File: src/rtl/cal_pkg.sv
package cal_pkg;

    localparam int BYTE_W   = 8;
    localparam int VAL_W    = 7;
    localparam int NUM_TIME = 7;
    localparam int NUM_ALM  = 3;

    typedef enum logic [1:0] {
        ST_IDLE  = 2'd0,
        ST_STEP  = 2'd1,
        ST_MATCH = 2'd2
    } cal_state_e;

    // field slots, also the write addresses
    localparam int F_SEC  = 0;
    localparam int F_MIN  = 1;
    localparam int F_HOUR = 2;
    localparam int F_DOW  = 3;
    localparam int F_DOM  = 4;
    localparam int F_MON  = 5;
    localparam int F_YEAR = 6;
    localparam int ALM_BASE = 8;

    function automatic logic [VAL_W-1:0] bcd_to_bin(input logic [BYTE_W-1:0] v);
        return ({3'd0, v[7:4]} * 7'd10) + {3'd0, v[3:0]};
    endfunction

    function automatic logic [BYTE_W-1:0] bin_to_bcd(input logic [VAL_W-1:0] n);
        logic [BYTE_W-1:0] w;
        w = {1'b0, n};
        return ((w / 8'd10) << 4) | (w % 8'd10);
    endfunction

    function automatic logic [VAL_W-1:0] dec8(input logic [BYTE_W-1:0] v, input logic bin);
        return bin ? v[6:0] : bcd_to_bin(v);
    endfunction

    function automatic logic [BYTE_W-1:0] enc8(input logic [VAL_W-1:0] n, input logic bin);
        return bin ? {1'b0, n} : bin_to_bcd(n);
    endfunction

endpackage

File: src/rtl/cal_field_step.sv
module cal_field_step
    import cal_pkg::*;
#(
    parameter int LO = 0
) (
    input  logic [BYTE_W-1:0] cur_i,
    input  logic [VAL_W-1:0]  hi_i,
    input  logic              bin_i,
    input  logic              en_i,
    output logic [BYTE_W-1:0] nxt_o,
    output logic              carry_o
);
    localparam logic [VAL_W-1:0] LO_V = VAL_W'(LO);

    logic [VAL_W-1:0] val;
    logic             at_top;

    always_comb begin
        val     = dec8(cur_i, bin_i);
        at_top  = (val >= hi_i);
        carry_o = en_i && at_top;
        if (!en_i) begin
            nxt_o = cur_i;
        end else if (at_top) begin
            nxt_o = enc8(LO_V, bin_i);
        end else begin
            nxt_o = enc8(val + 7'd1, bin_i);
        end
    end
endmodule

File: src/rtl/cal_hour_step.sv
module cal_hour_step
    import cal_pkg::*;
(
    input  logic [BYTE_W-1:0] cur_i,
    input  logic              bin_i,
    input  logic              h24_i,
    input  logic              en_i,
    output logic [BYTE_W-1:0] nxt_o,
    output logic              carry_o
);
    logic [VAL_W-1:0]  h12;
    logic [VAL_W-1:0]  day_h;
    logic [VAL_W-1:0]  next_h;
    logic [VAL_W-1:0]  disp_h;
    logic [BYTE_W-1:0] coded;
    logic              wrap;

    always_comb begin
        // bring the byte to a 0..23 count
        h12 = dec8({1'b0, cur_i[6:0]}, bin_i);
        if (h24_i) begin
            day_h = dec8(cur_i, bin_i);
        end else begin
            day_h = ((h12 == 7'd12) ? 7'd0 : h12) + (cur_i[7] ? 7'd12 : 7'd0);
        end
        wrap    = (day_h >= 7'd23);
        carry_o = en_i && wrap;
        next_h  = wrap ? 7'd0 : day_h + 7'd1;
        // back to the selected form
        if (h24_i) begin
            disp_h = next_h;
        end else if (next_h >= 7'd12) begin
            disp_h = (next_h == 7'd12) ? 7'd12 : next_h - 7'd12;
        end else begin
            disp_h = (next_h == 7'd0) ? 7'd12 : next_h;
        end
        coded = enc8(disp_h, bin_i);
        if (!en_i) begin
            nxt_o = cur_i;
        end else if (h24_i) begin
            nxt_o = coded;
        end else begin
            nxt_o = {(next_h >= 7'd12), coded[6:0]};
        end
    end
endmodule

File: src/rtl/cal_month_len.sv
module cal_month_len
    import cal_pkg::*;
(
    input  logic [BYTE_W-1:0] mon_i,
    input  logic [BYTE_W-1:0] year_i,
    input  logic              bin_i,
    output logic [VAL_W-1:0]  last_day_o
);
    logic [VAL_W-1:0] m;
    logic [VAL_W-1:0] y;

    always_comb begin
        m = dec8(mon_i, bin_i);
        y = dec8(year_i, bin_i);
        unique case (m)
            7'd2:                       last_day_o = ((y % 7'd4) == 7'd0) ? 7'd29 : 7'd28;
            7'd4, 7'd6, 7'd9, 7'd11:    last_day_o = 7'd30;
            default:                    last_day_o = 7'd31;
        endcase
    end
endmodule

File: src/rtl/cal_alarm_cmp.sv
module cal_alarm_cmp
    import cal_pkg::*;
#(
    parameter int N = NUM_ALM
) (
    input  logic [N-1:0][BYTE_W-1:0] alm_i,
    input  logic [N-1:0][BYTE_W-1:0] time_i,
    output logic                     hit_o
);
    logic [N-1:0] lane_ok;

    for (genvar k = 0; k < N; k++) begin : g_lane
        assign lane_ok[k] = (alm_i[k][7:6] == 2'b11) || (alm_i[k] == time_i[k]);
    end

    assign hit_o = &lane_ok;
endmodule

File: src/rtl/cal_clock.sv
module cal_clock
    import cal_pkg::*;
#(
    parameter int ADDR_W = 4
) (
    input  logic              clk,
    input  logic              rst_n,
    input  logic              tick_i,
    input  logic              bin_mode_i,
    input  logic              h24_mode_i,
    input  logic              hold_i,
    input  logic              wr_en_i,
    input  logic [ADDR_W-1:0] wr_addr_i,
    input  logic [7:0]        wr_data_i,
    output logic [7:0]        sec_o,
    output logic [7:0]        min_o,
    output logic [7:0]        hour_o,
    output logic [7:0]        dow_o,
    output logic [7:0]        dom_o,
    output logic [7:0]        mon_o,
    output logic [7:0]        year_o,
    output logic              alarm_o
);
    cal_state_e state_q, state_d;

    logic [NUM_TIME-1:0][BYTE_W-1:0] fld_q;
    logic [NUM_TIME-1:0][BYTE_W-1:0] fld_nxt;
    logic [NUM_ALM-1:0][BYTE_W-1:0]  alm_q;
    logic [NUM_ALM-1:0][BYTE_W-1:0]  alm_time;
    logic                            alarm_q;

    logic c_sec, c_min, c_hour, c_dom, c_mon, c_dow, c_year;
    logic [VAL_W-1:0] last_day;
    logic             hit;

    // carry chain
    cal_field_step #(.LO(0)) u_sec (
        .cur_i(fld_q[F_SEC]), .hi_i(7'd59), .bin_i(bin_mode_i), .en_i(1'b1),
        .nxt_o(fld_nxt[F_SEC]), .carry_o(c_sec));

    cal_field_step #(.LO(0)) u_min (
        .cur_i(fld_q[F_MIN]), .hi_i(7'd59), .bin_i(bin_mode_i), .en_i(c_sec),
        .nxt_o(fld_nxt[F_MIN]), .carry_o(c_min));

    cal_hour_step u_hour (
        .cur_i(fld_q[F_HOUR]), .bin_i(bin_mode_i), .h24_i(h24_mode_i), .en_i(c_min),
        .nxt_o(fld_nxt[F_HOUR]), .carry_o(c_hour));

    cal_field_step #(.LO(1)) u_dow (
        .cur_i(fld_q[F_DOW]), .hi_i(7'd7), .bin_i(bin_mode_i), .en_i(c_hour),
        .nxt_o(fld_nxt[F_DOW]), .carry_o(c_dow));

    cal_month_len u_mlen (
        .mon_i(fld_q[F_MON]), .year_i(fld_q[F_YEAR]), .bin_i(bin_mode_i),
        .last_day_o(last_day));

    cal_field_step #(.LO(1)) u_dom (
        .cur_i(fld_q[F_DOM]), .hi_i(last_day), .bin_i(bin_mode_i), .en_i(c_hour),
        .nxt_o(fld_nxt[F_DOM]), .carry_o(c_dom));

    cal_field_step #(.LO(1)) u_mon (
        .cur_i(fld_q[F_MON]), .hi_i(7'd12), .bin_i(bin_mode_i), .en_i(c_dom),
        .nxt_o(fld_nxt[F_MON]), .carry_o(c_mon));

    cal_field_step #(.LO(0)) u_year (
        .cur_i(fld_q[F_YEAR]), .hi_i(7'd99), .bin_i(bin_mode_i), .en_i(c_mon),
        .nxt_o(fld_nxt[F_YEAR]), .carry_o(c_year));

    // alarm compare against the already-updated time registers
    for (genvar k = 0; k < NUM_ALM; k++) begin : g_alm_src
        assign alm_time[k] = fld_q[F_SEC + k];
    end

    cal_alarm_cmp #(.N(NUM_ALM)) u_cmp (
        .alm_i(alm_q), .time_i(alm_time), .hit_o(hit));

    // next state
    always_comb begin
        state_d = state_q;
        unique case (state_q)
            ST_IDLE:  if (tick_i && !hold_i) state_d = ST_STEP;
            ST_STEP:  state_d = ST_MATCH;
            ST_MATCH: state_d = ST_IDLE;
            default:  state_d = ST_IDLE;
        endcase
    end

    // state register
    always_ff @(posedge clk) begin
        if (!rst_n) state_q <= ST_IDLE;
        else        state_q <= state_d;
    end

    // data and output registers
    always_ff @(posedge clk) begin
        if (!rst_n) begin
            fld_q           <= '0;
            fld_q[F_DOW]    <= 8'h01;
            fld_q[F_DOM]    <= 8'h01;
            fld_q[F_MON]    <= 8'h01;
            alm_q           <= '0;
            alarm_q         <= 1'b0;
        end else begin
            unique case (state_q)
                ST_IDLE: begin
                    if (wr_en_i) begin
                        for (int i = 0; i < NUM_TIME; i++) begin
                            if (wr_addr_i == ADDR_W'(i)) fld_q[i] <= wr_data_i;
                        end
                        for (int j = 0; j < NUM_ALM; j++) begin
                            if (wr_addr_i == ADDR_W'(ALM_BASE + j)) alm_q[j] <= wr_data_i;
                        end
                    end
                end
                ST_STEP:  fld_q   <= fld_nxt;
                ST_MATCH: alarm_q <= hit;
                default: ;
            endcase
        end
    end

    assign sec_o   = fld_q[F_SEC];
    assign min_o   = fld_q[F_MIN];
    assign hour_o  = fld_q[F_HOUR];
    assign dow_o   = fld_q[F_DOW];
    assign dom_o   = fld_q[F_DOM];
    assign mon_o   = fld_q[F_MON];
    assign year_o  = fld_q[F_YEAR];
    assign alarm_o = alarm_q;

    // wrap flags beyond the chain end have no consumer
    logic unused_carry;
    assign unused_carry = c_dow ^ c_year;
endmodule

File: config.mk
export PLATFORM = sky130hd
export DESIGN_NAME = cal_clock
export DESIGN_NICKNAME = d
export VERILOG_FILES = /design/src/rtl/cal_pkg.sv /design/src/rtl/cal_field_step.sv /design/src/rtl/cal_hour_step.sv /design/src/rtl/cal_month_len.sv /design/src/rtl/cal_alarm_cmp.sv /design/src/rtl/cal_clock.sv
export SDC_FILE = /design/constraint.sdc
export NUM_CORES = 1
export LEC_CHECK = 0
export ABC_AREA = 1
export BUFFER_PORTS_ARGS = -buffer_cell sky130_fd_sc_hd__clkbuf_2
export CORE_MARGIN = 1.5
export CORE_UTILIZATION = 57
export CTS_CLUSTER_SIZE = 28
export DETAILED_ROUTE_END_ITERATION = 6
export PLACE_DENSITY = 0.76
export SYNTH_ARGS = -nofsm -noshare
export SYNTH_HDL_FRONTEND = slang
export SYNTH_SLANG_ARGS = --single-unit
File: constraint.sdc
create_clock -name clk -period 5.4 [get_ports clk]
set_input_delay 0.27 -clock clk [delete_from_list [all_inputs] [get_ports clk]]
set_output_delay 0.27 -clock clk [all_outputs]
set_load 0.005 [all_outputs]
[After elaboration in Yosys (flattened, before gate mapping)]
Index checks and enable logic that the tools add are counted.
Operators by class
  add/sub/neg operators: 17
  $mul: 8
  divide/modulo/power cells: 14
  order comparisons: 8
  eq/ne operators: 38
  mux-type cells: 49
  bitwise gates (word level): 7
  reduce and logical (&&, ||, !) cells: 26
Operator list (number)
  8-bit two-way mux: 27
  56-bit one-hot mux with 2 select lines: 1
  7-bit two-way mux: 15
  7-bit by 4-bit adder with 7-bit output: 8
  7-bit by 4-bit divider with 8-bit output (second input constant): 7
  7-bit by 4-bit remainder unit with 8-bit output (second input constant): 7
  56-bit two-way mux: 1
  8-bit OR: 7
  7-bit by 1-bit adder with 7-bit output (second input constant): 7
  4-bit by 3-bit multiplier with 6-bit output (second input constant): 7
  7-bit by 4-bit equality test with 1-bit output (second input constant): 4
  8-bit equality test: 3
  4-bit AND reduction: 6
  2-bit != test (second input constant): 9
  3-bit AND reduction: 5
  7-bit by 3-bit equality test with 1-bit output (second input constant): 2
  7-bit by 4-bit >= comparator with 1-bit output (second input constant): 2
  7-bit by 6-bit >= comparator with 1-bit output (second input constant): 2
  7-bit logical NOT: 2
  7-bit one-hot mux with 2 select lines: 1
  4-bit by 3-bit equality test with 1-bit output (second input constant): 3
  4-bit equality test (second input constant): 3
  2-bit by 1-bit != test with 1-bit output (second input constant): 5
  2-bit equality test (second input constant): 4
  22 further kinds: 29
Storage, ports and cells
  flip-flop bits (word level): 83
  input bits: 19
  output and inout bits: 57
  word-level logic and storage cells: 179

[Depth between registers and ports, before layout]
  word-level depth: 19
  mapped depth: 47

[By module]
From an unflattened synthesis, not the netlist that was laid out.
Second synthesis, totals
  cells, all modules: 2358
  area, all modules: 14203.6 µm²
Modules (own cells, without submodules)
  cal_field_step (u_min ...): instances 4, cells each 219, area each 1312.5 µm², sequential area each 0.0 µm²
  cal_clock: instances 1, cells each 667, area each 4162.7 µm², sequential area each 1661.6 µm²
  cal_hour_step: instances 1, cells each 239, area each 1372.6 µm², sequential area each 0.0 µm²
  cal_field_step (u_dow): instances 1, cells each 218, area each 1350.0 µm², sequential area each 0.0 µm²
  cal_field_step (u_dom): instances 1, cells each 214, area each 1285.0 µm², sequential area each 0.0 µm²
  cal_month_len: instances 1, cells each 66, area each 400.4 µm², sequential area each 0.0 µm²
  cal_alarm_cmp: instances 1, cells each 78, area each 382.9 µm², sequential area each 0.0 µm²

[Worst setup path after synthesis]
OpenSTA, ideal clock, no wires.
  path type: register to register
  from: register fld_q, in the netlist hour_o[4]
  to: register fld_q, in the netlist hour_o[7]
  library setup time: 0.117 ns
  arrival: 5.384 ns
  required time: 5.283 ns
  setup slack: -0.101 ns
  cell stages (with the launch flop): 41
  period minus slack after synthesis: 5.501 ns
  cells stage by stage: dfxtp_1 ha_1 inv_1 fa_1 o21ai_1 inv_1 nor3_1 nand2_1 nor4_1 nor2_1 ha_1 fa_1 o21ai_2 nand3_1 nand3_2 inv_2 nor2_2 nand3_2 (+5 left out) nand4_1 nand2_2 inv_1 ha_1 inv_1 nor2_1 inv_1 nor2_1 inv_1 nand3_1 nand2_1 ha_1 inv_1 nand2_1 nand3_1 nand3_1 a21oi_1 nor2_1
On the way
  word-level cells in the longest chain between the ends: 19
  elaborated cells between the ends (all ways): 28
  classes of those cells: add/sub: 5; mul: 2; div: 2; order compare: 2; eq/ne: 2; mux: 13; bitwise: 1; reduce/logical: 1
RTL lines
  from (decl): RTL line cal_clock.sv:26  | logic [NUM_TIME-1:0][BYTE_W-1:0] fld_q;
  from (signal, indexed assignment): RTL line cal_clock.sv:108  | if (wr_addr_i == ADDR_W'(i)) fld_q[i] <= wr_data_i;
  from (signal assigned): RTL line cal_clock.sv:115  | ST_STEP: fld_q <= fld_nxt;
  3-bit by 3-bit multiplier with 6-bit output: RTL line cal_pkg.sv:25  | return ({3'd0, v[7:4]} * 7'd10) + {3'd0, v[3:0]};
  7-bit by 4-bit adder with 7-bit output: RTL line cal_pkg.sv:25
  7-bit two-way mux: RTL line cal_pkg.sv:35  | return bin ? v[6:0] : bcd_to_bin(v);
  7-bit by 4-bit equality test with 1-bit output: RTL line cal_hour_step.sv:24  | day_h = ((h12 == 7'd12) ? 7'd0 : h12) + (cur_i[7] ? 7'd12 : 7'd0);
  7-bit two-way mux: RTL line cal_hour_step.sv:24
  7-bit adder: RTL line cal_hour_step.sv:24
  7-bit two-way mux *: RTL line cal_hour_step.sv:21  | if (h24_i) begin
  7-bit by 1-bit adder with 7-bit output / 7-bit by 5-bit >= comparator with 1-bit output (equally long branches): RTL line cal_hour_step.sv:28, cal_hour_step.sv:26
  (+3 left out)
  7-bit two-way mux: RTL line cal_hour_step.sv:32  | end else if (next_h >= 7'd12) begin
  7-bit two-way mux: RTL line cal_hour_step.sv:30  | if (h24_i) begin
  7-bit by 4-bit divider with 8-bit output / 7-bit by 4-bit remainder unit with 8-bit output (equally long branches): RTL line cal_pkg.sv:31  | return ((w / 8'd10) << 4) | (w % 8'd10);
  8-bit OR: RTL line cal_pkg.sv:31
  8-bit two-way mux: RTL line cal_pkg.sv:39  | return bin ? {1'b0, n} : bin_to_bcd(n);
  8-bit two-way mux *: RTL line cal_hour_step.sv:40  | end else if (h24_i) begin
  8-bit two-way mux *: RTL line cal_hour_step.sv:38  | if (!en_i) begin
  56-bit one-hot mux with 2 select lines *: RTL line cal_clock.sv:104  | unique case (state_q)
Mark *: on every way between the ends. The rest lies on a longest branch, timed or not. The select of a mux whose other input is x is not followed.
A chain may end at the register's enable or synchronous reset.

[Final worst setup path]
  from: register fld_q, in the netlist hour_o[4]
  to: register fld_q, in the netlist hour_o[1]
On the way
  word-level cells in the longest chain between the ends: 19
  elaborated cells between the ends (all ways): 27
  classes of those cells: add/sub: 5; mul: 2; div: 1; order compare: 2; eq/ne: 2; mux: 13; bitwise: 1; reduce/logical: 1
RTL lines (RTL line)
  3-bit by 3-bit multiplier with 6-bit output: cal_pkg.sv:25
  7-bit by 4-bit adder with 7-bit output: cal_pkg.sv:25
  7-bit two-way mux: cal_pkg.sv:35
  7-bit by 4-bit equality test with 1-bit output: cal_hour_step.sv:24
  7-bit two-way mux: cal_hour_step.sv:24
  7-bit adder: cal_hour_step.sv:24
  7-bit two-way mux *: cal_hour_step.sv:21
  7-bit by 1-bit adder with 7-bit output / 7-bit by 5-bit >= comparator with 1-bit output (equally long branches): cal_hour_step.sv:28, cal_hour_step.sv:26
  (+3 left out)
  7-bit two-way mux: cal_hour_step.sv:32
  7-bit two-way mux *: cal_hour_step.sv:30
  7-bit by 4-bit remainder unit with 8-bit output: cal_pkg.sv:31
  8-bit OR: cal_pkg.sv:31
  8-bit two-way mux *: cal_pkg.sv:39
  8-bit two-way mux *: cal_hour_step.sv:40
  8-bit two-way mux *: cal_hour_step.sv:38
  56-bit one-hot mux with 2 select lines *: cal_clock.sv:104
Marks and branches as above.

==> out/results.txt <==
Crit-path slowest cell - fa_2
Via Count - 11283
Failing checks - setup timing
Clk buf depth - 2
Post-synthesis sequential area ratio - 0.159
Top FF cell, synth - dfxtp_1
Net Sw Power - 1.26 mW
Cell Int Power - 1.61 mW
IO Count - 76
Number of flops mapped to enable cells by yosys - 0
Drt wl/cell - 14.7 um
Largest fanout on the critical path - 5
RePlAce Congestion - 0.966
Post-DP HPWL - 22300 um
Warning count from the yosys run - 0
Die H - 138 um
Yosys top cell area share - 0.159
Worst slew pin tran - 0.980 ns
P&R area growth vs syn - 17.2%
First-pass GRT wire length - 48000 um
Overall die area - 19200 um2
Critical path's most frequent cell - inv_2
Syn Area/Cell - 6.25 um2
Final Skew - 0.00644 ns
Worst slew margin - 0.344
Hold/Removal Path Class - input port to flop
Number of DRC markers in iteration 0 - 720
Synth unique cells - 65
Endpoint type of the worst setup path - flop
Post-Layout Cell Count - 2030
Crit path DAT - 5.78 ns
Max cap viols - 0
Synthesized Nets - 1792
CP startpoint kind - flop
Minimum hold slack - 0.138 ns
Final worst-path cycle share - 1.02
Initial Util - 0.582
DIE WIDTH - 138 um
Antenna violations before repair - 2
Core area - 18000 um2
Status - complete, but fails checks
Synth Cell Area - 10500 um2
WS Path Type - flop to flop
Vias in the first global route - 10259
Gr ovfl total - 0
Root Buffer - clkbuf_16
RSZ-0062 raised after global routing - yes
Post-synth ARST share - 0
Total iterations of the first detailed-routing run - 5
Final worst setup slack - -0.115 ns
CTS buffer count - 9
Final core utilization - 0.682
Hold Buf Count CTS - 0
Synth area leaders - dfxtp_1 (16%), nand2_1 (14%), ha_1 (10%)
Worst path max stage delay - 0.45 ns
Max-slew violations - 0
CTS tree - yes
Gr usage total - 0.297
Final WL - 29800 um
Clock Latency Late Sink - 0.34 ns
Nets - 1913
Largest net degree at the start of global routing - 42
Cells after DPL - 1985
Port bufs - 75
Clk sink count - 83
Pwr Density - 234 nW/um2
Layout cell share with drive strength beyond 1 - 0.230
Std cell rows - 49
Final setup violation count - 6
Final Hold Vio Count - 0
Syn Inst Count - 1673
Most common cell in the netlist - nand2_1
Worst slack at placement - -0.226 ns
H-tree Lvls - 3
Fill count - 1641
Largest area contributor in the netlist - dfxtp_1
Pleak - 6.27 nW
Fin crit period - 5.51 ns
Clock power frac - 0.235
Max Freq - 0.181 GHz
Worst-path clk slew - 0.06 ns
Remaining DRCs - 0
VDD IR-drop max - 0.218 mV
Post-layout power - 2.87 mW
Logic pwr share - 0.524
Commonest cells in the synthesized netlist - nand2_1 (396), inv_1 (185), nor2_1 (167)
ANT nets after route - 0
Switch share - 0.440
Via/cell ratio - 5.56
Worst Path Required - 5.67 ns
Post-synthesis register bit count - 83
Register share of total power - 0.241
==> path summary, 6_finish.rpt <==
kind | from | to | slack (ns) | depth (start not counted)
hold / removal | hold_i | state_q[0] | 0.14 | 2
setup / recovery | hour_o[4] | hour_o[1] | -0.11 | 43
hold reg to reg | alm_q[19] | alm_q[19] | 0.49 | 2
setup reg to reg | hour_o[4] | hour_o[1] | -0.11 | 43
==> kinds of logic (layout without fill, tap and decap cells) <==
group                      count (synthesis)  count (layout)  synth area share
AOI/OAI and AO/OA                        304             304             0.163
xor gates and xnor gates                  46              46            0.0443
adders and majority gates                100             100             0.130
buffers and inverters                    258             384             0.102
DFF                                       83              83             0.159
muxes                                      2               2           0.00311
other                                      0               2                 0
and+or+nand+nor                          880             880             0.398
==> critical path, delay by kind of cell (launching register included) <==
kind,cells,cell delay (ns)
buffers and inverters,11,0.97
DFF,1,0.36
AOI/OAI and AO/OA,4,0.54
adders and majority gates,6,1.39
and+or+nand+nor,22,2.18
==> cells in the final DEF (no fill, tap or decap), types with 8 or more instances in the layout <==
| master | synthesis | routed |
|---|---|---|
| or2_2 | 10 | 10 |
| nand4_1 | 23 | 23 |
| clkbuf_2 | 0 | 74 |
| nand3_2 | 23 | 31 |
| a21oi_2 | 4 | 8 |
| nand2_2 | 49 | 65 |
| nand3_1 | 153 | 136 |
| ha_4 | 0 | 9 |
| a31oi_1 | 10 | 10 |
| nand3_4 | 2 | 11 |
| nand3b_1 | 11 | 11 |
| nor2_1 | 167 | 163 |
| nand2_1 | 396 | 373 |
| a21oi_1 | 102 | 97 |
| ha_1 | 85 | 75 |
| xor2_1 | 16 | 16 |
| nand2_4 | 4 | 11 |
| o21ai_2 | 18 | 20 |
| buf_4 | 2 | 61 |
| o21ai_0 | 113 | 113 |
| or2_1 | 8 | 8 |
| clkbuf_16 | 0 | 9 |
| xnor2_1 | 25 | 24 |
| buf_6 | 7 | 8 |
| dfxtp_1 | 83 | 79 |
| o21ai_1 | 32 | 30 |
| inv_2 | 36 | 41 |
| fa_1 | 15 | 13 |
| nor2_4 | 7 | 11 |
| inv_1 | 185 | 176 |
==> power by group through the flow <==
stage,combinational (mW),clock (mW),sequential [mW]
5_1_grt,1.68,0.704,0.698
2_1_floorplan,1.04,0,0.698
6_report,1.50,0.675,0.693
3_3_place_gp,1.30,0,0.704
4_1_cts,1.39,0.673,0.692
3_5_place_dp,1.33,0,0.705
==> registers in the layout, indices dropped and copies added, names as in the netlist <==
name     flops
mon_o        8
dow_o        8
hour_o       8
sec_o        8
min_o        8
dom_o        8
year_o       8
state_q      2
alarm_o      1
alm_q       24
==> what timing repair did <==
action,CTS,global route
endpoints found under the hold margin,0,0
resized for setup,35,83
buffers inserted,16,12
setup endpoints to repair,7,7
pin swaps,21,47
==> cell type report <==
cell class / count / area [um2] / share of cell area
well taps: 229 / 287 / 0.0234
diodes: 2 / 5.00 / 0.000408
clock inverters: 4 / 73.8 / 0.00602
repair buffers: 144 / 923 / 0.0753
inverters: 224 / 856 / 0.0698
multi-input cells: 1332 / 8200 / 0.669
clock buffers: 12 / 246 / 0.0201
flip-flops and latches: 83 / 1670 / 0.136
==> layer usage <==
metal / part of all wire / global-route usage / up-vias
li1: - / - / 5741
met1: 0.44 / 0.392 / 5129
met2: 0.48 / 0.510 / 350
met3: 0.059 / 0.0395 / 63
met4: 0.024 / 0.0770 / 0
met5: 0 / 0 / -
==> through the flow <==
step	cell area, um2	setup TNS [ns]
6_report	12300	-0.537
5_1_grt	12300	-2.32
4_1_cts	11800	0
3_5_place_dp	11200	-0.773
3_3_place_gp	11200	0
2_1_floorplan	10500	0
Power figures use the tool's default switching activity.
